--- config.mk ---
export PLATFORM = sky130hd
export DESIGN_NAME = cmf_fill_engine
export DESIGN_NICKNAME = d
export VERILOG_FILES = /design/src/rtl/cmf_pkg.sv /design/src/rtl/cmf_ctrl_reg.sv /design/src/rtl/cmf_sweep.sv /design/src/rtl/cmf_mem_port.sv /design/src/rtl/cmf_fill_engine.sv
export SDC_FILE = /design/constraint.sdc
export NUM_CORES = 1
export LEC_CHECK = 0
export ABC_AREA = 1
export BUFFER_PORTS_ARGS = -buffer_cell sky130_fd_sc_hd__buf_2
export CELL_PAD_IN_SITES_DETAIL_PLACEMENT = 0
export CELL_PAD_IN_SITES_GLOBAL_PLACEMENT = 2
export CORE_ASPECT_RATIO = 1.4
export CORE_MARGIN = 8
export CORE_UTILIZATION = 25
export DETAILED_ROUTE_END_ITERATION = 8
export PLACE_DENSITY = 0.82
export SKIP_CTS_REPAIR_TIMING = 1
export SLEW_MARGIN = 15
export SYNTH_ARGS = -nofsm -noshare
export SYNTH_HDL_FRONTEND = slang
export SYNTH_SLANG_ARGS = --single-unit
--- constraint.sdc ---
create_clock -name clk -period 2.2 [get_ports clk]
set_clock_uncertainty 0.05 [all_clocks]
set_input_delay 0.11 -clock clk [delete_from_list [all_inputs] [get_ports clk]]
set_output_delay 0.11 -clock clk [all_outputs]
set_load 0.01 [all_outputs]
--- src/rtl/cmf_pkg.sv ---
package cmf_pkg;
  localparam int CTRL_W  = 16;
  localparam int CODE_W  = 3;
  localparam int START_B = 0;
  localparam int LOC_LSB = 1;
  localparam int BP_LSB  = 4;
  localparam int PAT_LSB = CTRL_W - CODE_W;

  typedef struct packed {
    logic [CODE_W-1:0] bp;
    logic [CODE_W-1:0] loc;
  } fill_cfg_t;

  function automatic logic [CTRL_W-1:0] pack_ctrl(input logic start, input fill_cfg_t cfg);
    logic [CTRL_W-1:0] w;
    w = '0;
    w[START_B] = start;
    w[LOC_LSB +: CODE_W] = cfg.loc;
    w[BP_LSB +: CODE_W] = cfg.bp;
    return w;
  endfunction

  function automatic logic [CTRL_W-1:0] fill_word(input logic [CODE_W-1:0] code);
    return {code, {PAT_LSB{1'b0}}};
  endfunction
endpackage

--- src/rtl/cmf_ctrl_reg.sv ---
module cmf_ctrl_reg
  import cmf_pkg::*;
(
  input  logic              clk,
  input  logic              rst_n,
  input  logic              wr_en,
  input  logic [CTRL_W-1:0] wr_data,
  input  logic              master_en,
  input  logic              sweep_last,
  output logic              start_now,
  output logic              abort_now,
  output logic              busy,
  output logic              done,
  output fill_cfg_t         cfg,
  output logic [CTRL_W-1:0] rd_data
);
  logic busy_q, done_q;
  fill_cfg_t cfg_q;

  assign start_now = wr_en & wr_data[START_B] & ~busy_q & master_en;
  assign abort_now = busy_q & (~master_en | (wr_en & ~wr_data[START_B]));

  always_ff @(posedge clk) begin
    if (!rst_n) begin
      busy_q <= 1'b0;
      done_q <= 1'b0;
      cfg_q  <= '0;
    end else begin
      done_q <= 1'b0;
      if (!busy_q) begin
        if (wr_en) begin
          cfg_q.loc <= wr_data[LOC_LSB +: CODE_W];
          cfg_q.bp  <= wr_data[BP_LSB +: CODE_W];
        end
        if (start_now) busy_q <= 1'b1;
      end else if (abort_now) begin
        busy_q <= 1'b0;
      end else if (sweep_last) begin
        busy_q <= 1'b0;
        done_q <= 1'b1;
      end
    end
  end

  assign busy    = busy_q;
  assign done    = done_q;
  assign cfg     = cfg_q;
  assign rd_data = pack_ctrl(busy_q, cfg_q);
endmodule

--- src/rtl/cmf_sweep.sv ---
module cmf_sweep #(
  parameter int DEPTH = 8192,
  localparam int AW = $clog2(DEPTH)
) (
  input  logic          clk,
  input  logic          rst_n,
  input  logic          start,
  input  logic [AW-1:0] start_addr,
  input  logic          step,
  output logic [AW-1:0] addr,
  output logic          last
);
  localparam logic [AW-1:0] TOP = AW'(DEPTH - 1);
  logic [AW-1:0] addr_q, cnt_q;

  always_ff @(posedge clk) begin
    if (!rst_n) begin
      addr_q <= '0;
      cnt_q  <= '0;
    end else if (start) begin
      addr_q <= start_addr;
      cnt_q  <= '0;
    end else if (step) begin
      addr_q <= (addr_q == TOP) ? '0 : addr_q + 1'b1;
      cnt_q  <= cnt_q + 1'b1;
    end
  end

  assign addr = addr_q;
  assign last = (cnt_q == TOP);
endmodule

--- src/rtl/cmf_mem_port.sv ---
module cmf_mem_port
  import cmf_pkg::*;
#(
  parameter int AW = 13
) (
  input  logic              active,
  input  logic [AW-1:0]     addr,
  input  logic [CODE_W-1:0] code,
  output logic              wr_en,
  output logic [AW-1:0]     wr_addr,
  output logic [CTRL_W-1:0] wr_data
);
  assign wr_en   = active;
  assign wr_addr = addr;
  assign wr_data = fill_word(code);
endmodule

--- src/rtl/cmf_fill_engine.sv ---
module cmf_fill_engine
  import cmf_pkg::*;
#(
  parameter int DEPTH = 8192,
  localparam int AW = $clog2(DEPTH)
) (
  input  logic              clk,
  input  logic              rst_n,
  input  logic              host_wr_en,
  input  logic [CTRL_W-1:0] host_wr_data,
  output logic [CTRL_W-1:0] host_rd_data,
  input  logic              master_en,
  input  logic [AW-1:0]     slot_cnt,
  output logic              loc_wr_en,
  output logic [AW-1:0]     loc_wr_addr,
  output logic [CTRL_W-1:0] loc_wr_data,
  output logic              bp_wr_en,
  output logic [AW-1:0]     bp_wr_addr,
  output logic [CTRL_W-1:0] bp_wr_data,
  output logic              busy,
  output logic              done
);
  localparam int NBANK = 2;

  logic start_now, abort_now, sweep_last, active;
  logic [AW-1:0] sweep_addr;
  fill_cfg_t cfg;

  logic [CODE_W-1:0] bank_code [NBANK];
  logic              bank_en   [NBANK];
  logic [AW-1:0]     bank_addr [NBANK];
  logic [CTRL_W-1:0] bank_data [NBANK];

  cmf_ctrl_reg u_ctrl (
    .clk(clk), .rst_n(rst_n), .wr_en(host_wr_en), .wr_data(host_wr_data),
    .master_en(master_en), .sweep_last(sweep_last), .start_now(start_now),
    .abort_now(abort_now), .busy(busy), .done(done), .cfg(cfg),
    .rd_data(host_rd_data)
  );

  assign active = busy & ~abort_now;

  cmf_sweep #(.DEPTH(DEPTH)) u_sweep (
    .clk(clk), .rst_n(rst_n), .start(start_now), .start_addr(slot_cnt),
    .step(active), .addr(sweep_addr), .last(sweep_last)
  );

  assign bank_code[0] = cfg.loc;
  assign bank_code[1] = cfg.bp;

  for (genvar b = 0; b < NBANK; b++) begin : g_bank
    cmf_mem_port #(.AW(AW)) u_port (
      .active(active), .addr(sweep_addr), .code(bank_code[b]),
      .wr_en(bank_en[b]), .wr_addr(bank_addr[b]), .wr_data(bank_data[b])
    );
  end

  assign loc_wr_en   = bank_en[0];
  assign loc_wr_addr = bank_addr[0];
  assign loc_wr_data = bank_data[0];
  assign bp_wr_en    = bank_en[1];
  assign bp_wr_addr  = bank_addr[1];
  assign bp_wr_data  = bank_data[1];
endmodule

==> load_flow_metrics.sql, run 1 <==
INSERT INTO impl_metrics (metric_group, metric, value, unit) VALUES
('outcome', 'run_status', 'completed', ''),
('sta', 'setup-tns-final', '0', 'ps'),
('cells_and_area', 'num-nets-final', '416', ''),
('floorplan', 'initial_utilization', '25.3', '%'),
('clock_tree', 'cts_max_path_buffers', '2', ''),
('synth', 'synthesis.instances', '332', ''),
('critical_path', 'maximum_cell_stage_delay_along_the_critical_path', '400', 'ps'),
('cells_and_area', 'final_layout_size_suffix_gt1_share', '23.8', '%'),
('detailed_routing', 'route.final.wire_length', '5.96', 'mm'),
('critical_path', 'critPathSlowestCell', 'dfxtp_1', ''),
('critical_path', 'startpoint', 'u_sweep.addr[1]', ''),
('sta', 'fmax', '589', 'MHz'),
('clock_tree', 'cts.clk_slew.worst_paths', '60', 'ps'),
('cells_and_area', 'area_delta_synth_final', '14.6', '%'),
('global_routing', 'antenna_found_initial', '0', ''),
('job', 'maxCapViolations', '0', ''),
('floorplan', 'design.core.area', '8870', 'µm²'),
('synth', 'synth_top_cell_by_area', 'dfxtp_1', ''),
('critical_path', 'crit_path_cell_trace', 'ha_1 > nand2_1 > nor2_1 > nand3_1 > nor2_1 > nor2_2 > o211ai_1 > nand2_1', ''),
('synth', 'synth_seq_area_share', '30.3', '%'),
('cells_and_area', 'antenna-diode-count', '0', ''),
('global_routing', 'first_global_vias', '2035', ''),
('place', 'placed_cells', '480', ''),
('synth', 'synth.yosys.warnings', '0', ''),
('detailed_routing', 'drt-initial-drc-count', '64', ''),
('place', 'place_hpwl', '4.76', 'mm'),
('sta', 'post-route-period-util', '77.2', '%'),
('synth', 'synth_top_area_share', '30.3', '%'),
('detailed_routing', 'routed_wire_length_per_instance', '12.2', 'µm'),
('cells_and_area', 'fillCellCount', '1000', ''),
('pwr', 'pwrdens', '641', 'nW/µm²'),
('floorplan', 'floorplan.die.width', '96.2', 'µm'),
('global_routing', 'globalRouteTotalUtil', '10.1', '%'),
('clock_tree', 'cts_h_tree_lvls', '2', ''),
('cells_and_area', 'finalNonFillerCells', '489', ''),
('cells_and_area', 'postLayoutCellArea', '2580', 'µm²'),
('pwr', 'power.total', '1.65', 'mW'),
('floorplan', 'placement_rows', '41', ''),
('synth', 'synth_area', '2250', 'µm²'),
('critical_path', 'critPathMaxFanout', '8', ''),
('worst_hold_path', 'worstHoldPathType', 'primary input to flip-flop', ''),
('place', 'port-buffer-count', '66', ''),
('cells_and_area', 'leading_cell_type_in_the_layout_fill_and_taps_excluded', 'nand2_1', ''),
('synth', 'netlist-cell-type-count', '28', ''),
('global_routing', 'grt_start_max_net_pins', '18', ''),
('global_routing', 'first_pass_grt_wire_length', '9.67', 'mm'),
('synth', 'avgSynthCellArea', '6.77', 'µm²'),
('critical_path', 'cp_top_family', 'simple AND/OR/NAND/NOR gates', ''),
('sta', 'slew_violations', '0', ''),
('clock_tree', 'clkSinkCount', '34', ''),
('critical_path', 'critical_path_arrival', '1820', 'ps'),
('sta', 'timing_hold_violations_final', '0', ''),
('clock_tree', 'cts.root.buffer_cell', 'clkbuf_16', ''),
('critical_path', 'cp-start-kind', 'flip-flop', ''),
('cells_and_area', 'multi_input_area', '1100', 'µm²'),
('critical_path', 'critical_path.endpoint_type', 'flip-flop', ''),
('place', 'dpl_cell_area', '2400', 'µm²'),
('cells_and_area', 'fin_util', '29.0', '%'),
('critical_path', 'cp_data_required_time', '2320', 'ps'),
('place', 'globalplace.congestion', '0.732', ''),
('synth', 'synth_seq_cells', '34', ''),
('clock_tree', 'cts_inserted_buffers', '5', ''),
('pwr', 'worst_ir_drop_vdd', '0.260', 'mV'),
('pwr', 'cellLeakagePower', '1.17', 'nW'),
('sta', 'post-route-min-period', '1700', 'ps'),
('detailed_routing', 'detail_route.vias_per_cell', '4.13', ''),
('floorplan', 'io_pins', '111', ''),
('sta', 'grt_setup_unrepaired', 'false', ''),
('detailed_routing', 'routed-via-count', '2020', ''),
('detailed_routing', 'remaining_drc_errors', '0', ''),
('floorplan', 'dieArea', '12300', 'µm²');
==> final timing paths <==
kind,endpoint,slack [ps],cells past startpoint
hold reg to reg,u_sweep.cnt_q[9],420,2
hold / removal,u_ctrl.cfg[4],3,3
setup / recovery,u_sweep.addr[6],500,8
setup reg to reg,u_sweep.addr[6],500,8
==> report_power, final <==
part           switching (mW)  leakage, nW  internal [mW]  total (mW)
Clock                   0.260       0.0781          0.535       0.795
Combinational           0.133        0.811         0.0683       0.201
Sequential             0.0200        0.277          0.636       0.656
Total                   0.413         1.17           1.24        1.65
==> kinds of logic (layout without fill, tap and decap cells) <==
group | count (synthesis) | count (layout) | share of synthesized area [%]
other | 1 | 35 | 0.167
DFF | 34 | 34 | 30.3
and+or+nand+nor | 140 | 140 | 28.4
buffers and inverters | 100 | 116 | 26.6
AOI/OAI and AO/OA | 49 | 49 | 11.1
xor gates and xnor gates | 6 | 6 | 2.34
adders and majority gates | 2 | 2 | 1.11
==> metal layers <==
layer	track usage (%)	routed length [µm]
met2	18.3	3210
met4	4.36	48
met5	0	0
met1	10.2	2300
met3	2.70	409
==> metrics by stage <==
step | worst slack, ps | hold slack [ps]
6_report | 502 | 2.91
5_1_grt | 288 | 6.80
4_1_cts | 477 | -4.63
3_5_place_dp | 482 | 291
3_3_place_gp | 509 | 284
2_1_floorplan | 664 | 195
==> worst register-to-register path, delay by kind of cell (launching register included) <==
kind | cells | cell delay, ps
fa+ha+maj | 1 | 190
flops | 1 | 400
simple gates | 6 | 830
compound gates | 1 | 120
==> cells in the mapped netlist <==
cell type and n:
nand2_1 67, ha_1 2, nor3_2 1, inv_1 34
o21ai_1 1, nand3_2 3, nand2_2 2, nand3b_1 1
or2_2 2, nor2_4 1, o31ai_1 1, conb_1 1
nor2_2 2, o21ai_0 25, inv_2 5, o211ai_1 1
dfxtp_1 34, buf_6 1, nand4_1 6, clkbuf_1 2
xor2_1 6, nand3_1 18, nor2_8 1, nor2_1 30
buf_4 57, nor3_1 6, buf_2 1, a21oi_1 21
==> cell type report <==
type / count / share of cell area (%)
timing repair buffer: 69 / 13.8
tap: 107 / 5.20
multi-input combinational: 232 / 42.6
clock inverter: 1 / 1.17
sequential: 34 / 26.4
inverter: 39 / 5.68
clock buffer: 7 / 5.15
==> flip-flops by register name, summed over array words and instances, names as in the netlist <==
signal	count
u_ctrl.busy	1
u_sweep.cnt_q	13
u_ctrl.cfg	6
u_ctrl.done	1
u_sweep.addr	13
Note: power is estimated with default switching activity, not from simulation.
==> run 2, diff against run 1 <==
- CORE_UTILIZATION: 25 -> 23
- PLACE_DENSITY: 0.82 -> 0.76
- clock period: 2.2 -> 1.63 ns (I/O delays scaled with it)
==> run 2 against run 1 <==
Effect of this change: non-clock buffer count increased by 22; global-route usage down 0.54 points; first-iteration DRC count is 36% lower; core utilization increased by 0.87 points; final cell count is 9.6% higher; wire length rose by 5.7%; clock power increased by 58%; sequential cell count unchanged; the flow now finishes with violations (negative hold slack); combinational power rose by 56%; largest cell class unchanged.
==> load_flow_metrics.sql, run 2 (synthesized netlist as in run 1, its figures left out) <==
INSERT INTO impl_metrics (metric_group, metric, value, unit) VALUES
('outcome', 'failed_checks', 'negative hold slack', ''),
('place', 'post-place-ws', '110', 'ps'),
('floorplan', 'io_pins', '111', ''),
('detailed_routing', 'route.final.wire_length', '6.30', 'mm'),
('floorplan', 'dieArea', '13200', 'µm²'),
('critical_path', 'critical_path.endpoint_type', 'flip-flop', ''),
('job', 'maxCapViolations', '0', ''),
('sta', 'grt_setup_unrepaired', 'false', ''),
('place', 'place_hpwl', '5.01', 'mm'),
('sta', 'post-route-min-period', '1500', 'ps'),
('sta', 'setup_violations', '0', ''),
('critical_path', 'cp-start-kind', 'flip-flop', ''),
('sta', 'post-route-period-util', '92.1', '%'),
('critical_path', 'critPathMaxFanout', '3', ''),
('global_routing', 'first_pass_grt_wire_length', '10.2', 'mm'),
('pwr', 'power.clock.fraction', '51.3', '%'),
('critical_path', 'r2r_cells', '7', ''),
('detailed_routing', 'detail_route.vias_per_cell', '3.93', ''),
('worst_hold_path', 'worst_hold_path_depth', '3', ''),
('place', 'port-buffer-count', '66', ''),
('pwr', 'power.share.switching', '24.3', '%'),
('global_routing', 'first_global_vias', '2125', ''),
('outcome', 'run_status', 'finished with violations', ''),
('critical_path', 'r2r_slack', '130', 'ps'),
('detailed_routing', 'drt-pass1-iter-count', '4', ''),
('sta', 'worst_slack', '128', 'ps'),
('sta', 'slew_violations', '0', ''),
('global_routing', 'antenna_found_initial', '1', ''),
('sta', 'fmax', '666', 'MHz'),
('critical_path', 'startpoint', 'u_sweep.cnt_q[0]', ''),
('floorplan', 'initial_utilization', '23.6', '%'),
('cells_and_area', 'final_layout_size_suffix_gt1_share', '27.5', '%'),
('critical_path', 'worst_r2r_startpoint', 'u_sweep.cnt_q[0]', ''),
('detailed_routing', 'remaining_drc_errors', '0', ''),
('pwr', 'power_switching', '595', 'µW'),
('clock_tree', 'cts.root.buffer_cell', 'clkbuf_16', ''),
('global_routing', 'globalRoute.totalOverflow', '0', ''),
('detailed_routing', 'drt-initial-drc-count', '41', ''),
('floorplan', 'design.core.area', '9510', 'µm²'),
('detailed_routing', 'routed_wire_length_per_instance', '11.8', 'µm'),
('clock_tree', 'cts.clk_slew.worst_paths', '60', 'ps'),
('place', 'globalplace.congestion', '0.729', ''),
('global_routing', 'globalRouteTotalUtil', '9.51', '%'),
('cells_and_area', 'area_delta_synth_final', '26.5', '%'),
('critical_path', 'cp_data_required_time', '1750', 'ps'),
('pwr', 'p_comb_share', '12.8', '%'),
('clock_tree', 'cts_max_path_buffers', '2', ''),
('clock_tree', 'clkSinkCount', '34', ''),
('detailed_routing', 'ant_nets', '0', ''),
('sta', 'setup-tns-final', '0', 'ps'),
('clock_tree', 'cts_inserted_buffers', '5', ''),
('pwr', 'p_int', '1.86', 'mW'),
('critical_path', 'worst-setup-path-type', 'flip-flop to flip-flop', ''),
('critical_path', 'critical_path_arrival', '1620', 'ps'),
('pwr', 'pwrdens', '862', 'nW/µm²'),
('pwr', 'power.share.sequential', '35.9', '%'),
('cells_and_area', 'leading_cell_type_in_the_layout_fill_and_taps_excluded', 'nand2_1', ''),
('pwr', 'cellLeakagePower', '1.30', 'nW'),
('critical_path', 'timing.critical_path.to', 'u_ctrl.busy', ''),
('cells_and_area', 'num-nets-final', '438', ''),
('clock_tree', 'cts_h_tree_lvls', '2', ''),
('critical_path', 'r2r_end', 'u_ctrl.busy', ''),
('cells_and_area', 'antenna-diode-count', '0', ''),
('sta', 'hold_slack', '-15.6', 'ps'),
('clock_tree', 'cts_tree', 'built', ''),
('cells_and_area', 'fin_util', '29.9', '%'),
('cells_and_area', 'most-common-layout-cells', '67 x nand2_1, 66 x buf_2, 35 x conb_1, 34 x inv_1, 34 x dfxtp_1', ''),
('floorplan', 'placement_rows', '42', ''),
('pwr', 'worst_ir_drop_vdd', '0.503', 'mV'),
('floorplan', 'floorplan.die.width', '99.6', 'µm'),
('worst_hold_path', 'worstHoldPathType', 'primary input to flip-flop', ''),
('global_routing', 'grt_start_max_net_pins', '16', ''),
('sta', 'timing_hold_violations_final', '1', ''),
('detailed_routing', 'routed-via-count', '2106', ''),
('clock_tree', 'clk-insertion-delay-late', '280', 'ps'),
('floorplan', 'die-height', '133', 'µm'),
('cells_and_area', 'fillCellCount', '1070', '');
run 2: cell count changes in the layout (fill, tap and decap cells not counted):
cell | previous run | this run
nor2_2 | 2 | 1
buf_4 | 2 | 18
clkbuf_1 | 2 | 0
buf_12 | 0 | 2
dlygate4sd3_1 | 1 | 5
nor2_4 | 1 | 2
clkinv_4 | 0 | 1
bufinv_16 | 1 | 2
run 2: worst min path at each step:
stage,start,to
after global placement,host_wr_data[6],u_ctrl.cfg[5]
final,host_wr_data[1],u_ctrl.cfg[0]
after global routing,host_wr_data[1],u_ctrl.cfg[0]
after floorplan,host_wr_data[1],u_ctrl.cfg[0]
after detailed placement,host_wr_data[4],u_ctrl.cfg[3]
after CTS,host_wr_data[4],u_ctrl.cfg[3]
run 2: per-layer routing:
layer	up-vias	wire length, µm	GRT usage [%]
met5	-	12	0
met4	2	125	4.14
met3	10	338	2.57
met2	60	3330	17.3
met1	927	2490	9.83
li1	1107	-	-
run 2: power groups by stage:
stage	Combinational, mW	Clock [mW]	Sequential (mW)
after floorplan	0.248	0	0.911
after global placement	0.299	0	0.897
after detailed placement	0.301	0	0.899
after CTS	0.301	1.28	0.880
after global routing	0.352	1.32	0.884
final	0.313	1.26	0.880
run 2: layout make-up:
| cell class | instances | area (µm²) | share of cell area (%) |
|---|---|---|---|
| inverters | 39 | 146 | 5.15 |
| clock inverters | 3 | 68.8 | 2.42 |
| clock buffers | 5 | 125 | 4.40 |
| multi-input cells | 232 | 1100 | 38.8 |
| flip-flops and latches | 34 | 681 | 23.9 |
| repair buffers | 91 | 556 | 19.5 |
| well taps | 132 | 165 | 5.81 |
run 2: stage by stage:
step	power [mW]	cells	hold WS (ps)	area (µm²)
finish	2.45	536	-15.6	2840
global route	2.56	536	23.2	2840
floorplan	1.16	366	166	2380
detailed placement	1.20	521	261	2570
CTS	2.46	529	-34.0	2760
global placement	1.20	521	255	2570
run 2: critical path, cell delays in order, from the launching register on:
cell     delay [ps]
dfxtp_1         350
ha_1            170
nand3_1         100
nor3_1          150
buf_4           150
nand4_1          80
o21ai_0         260
inv_1            70
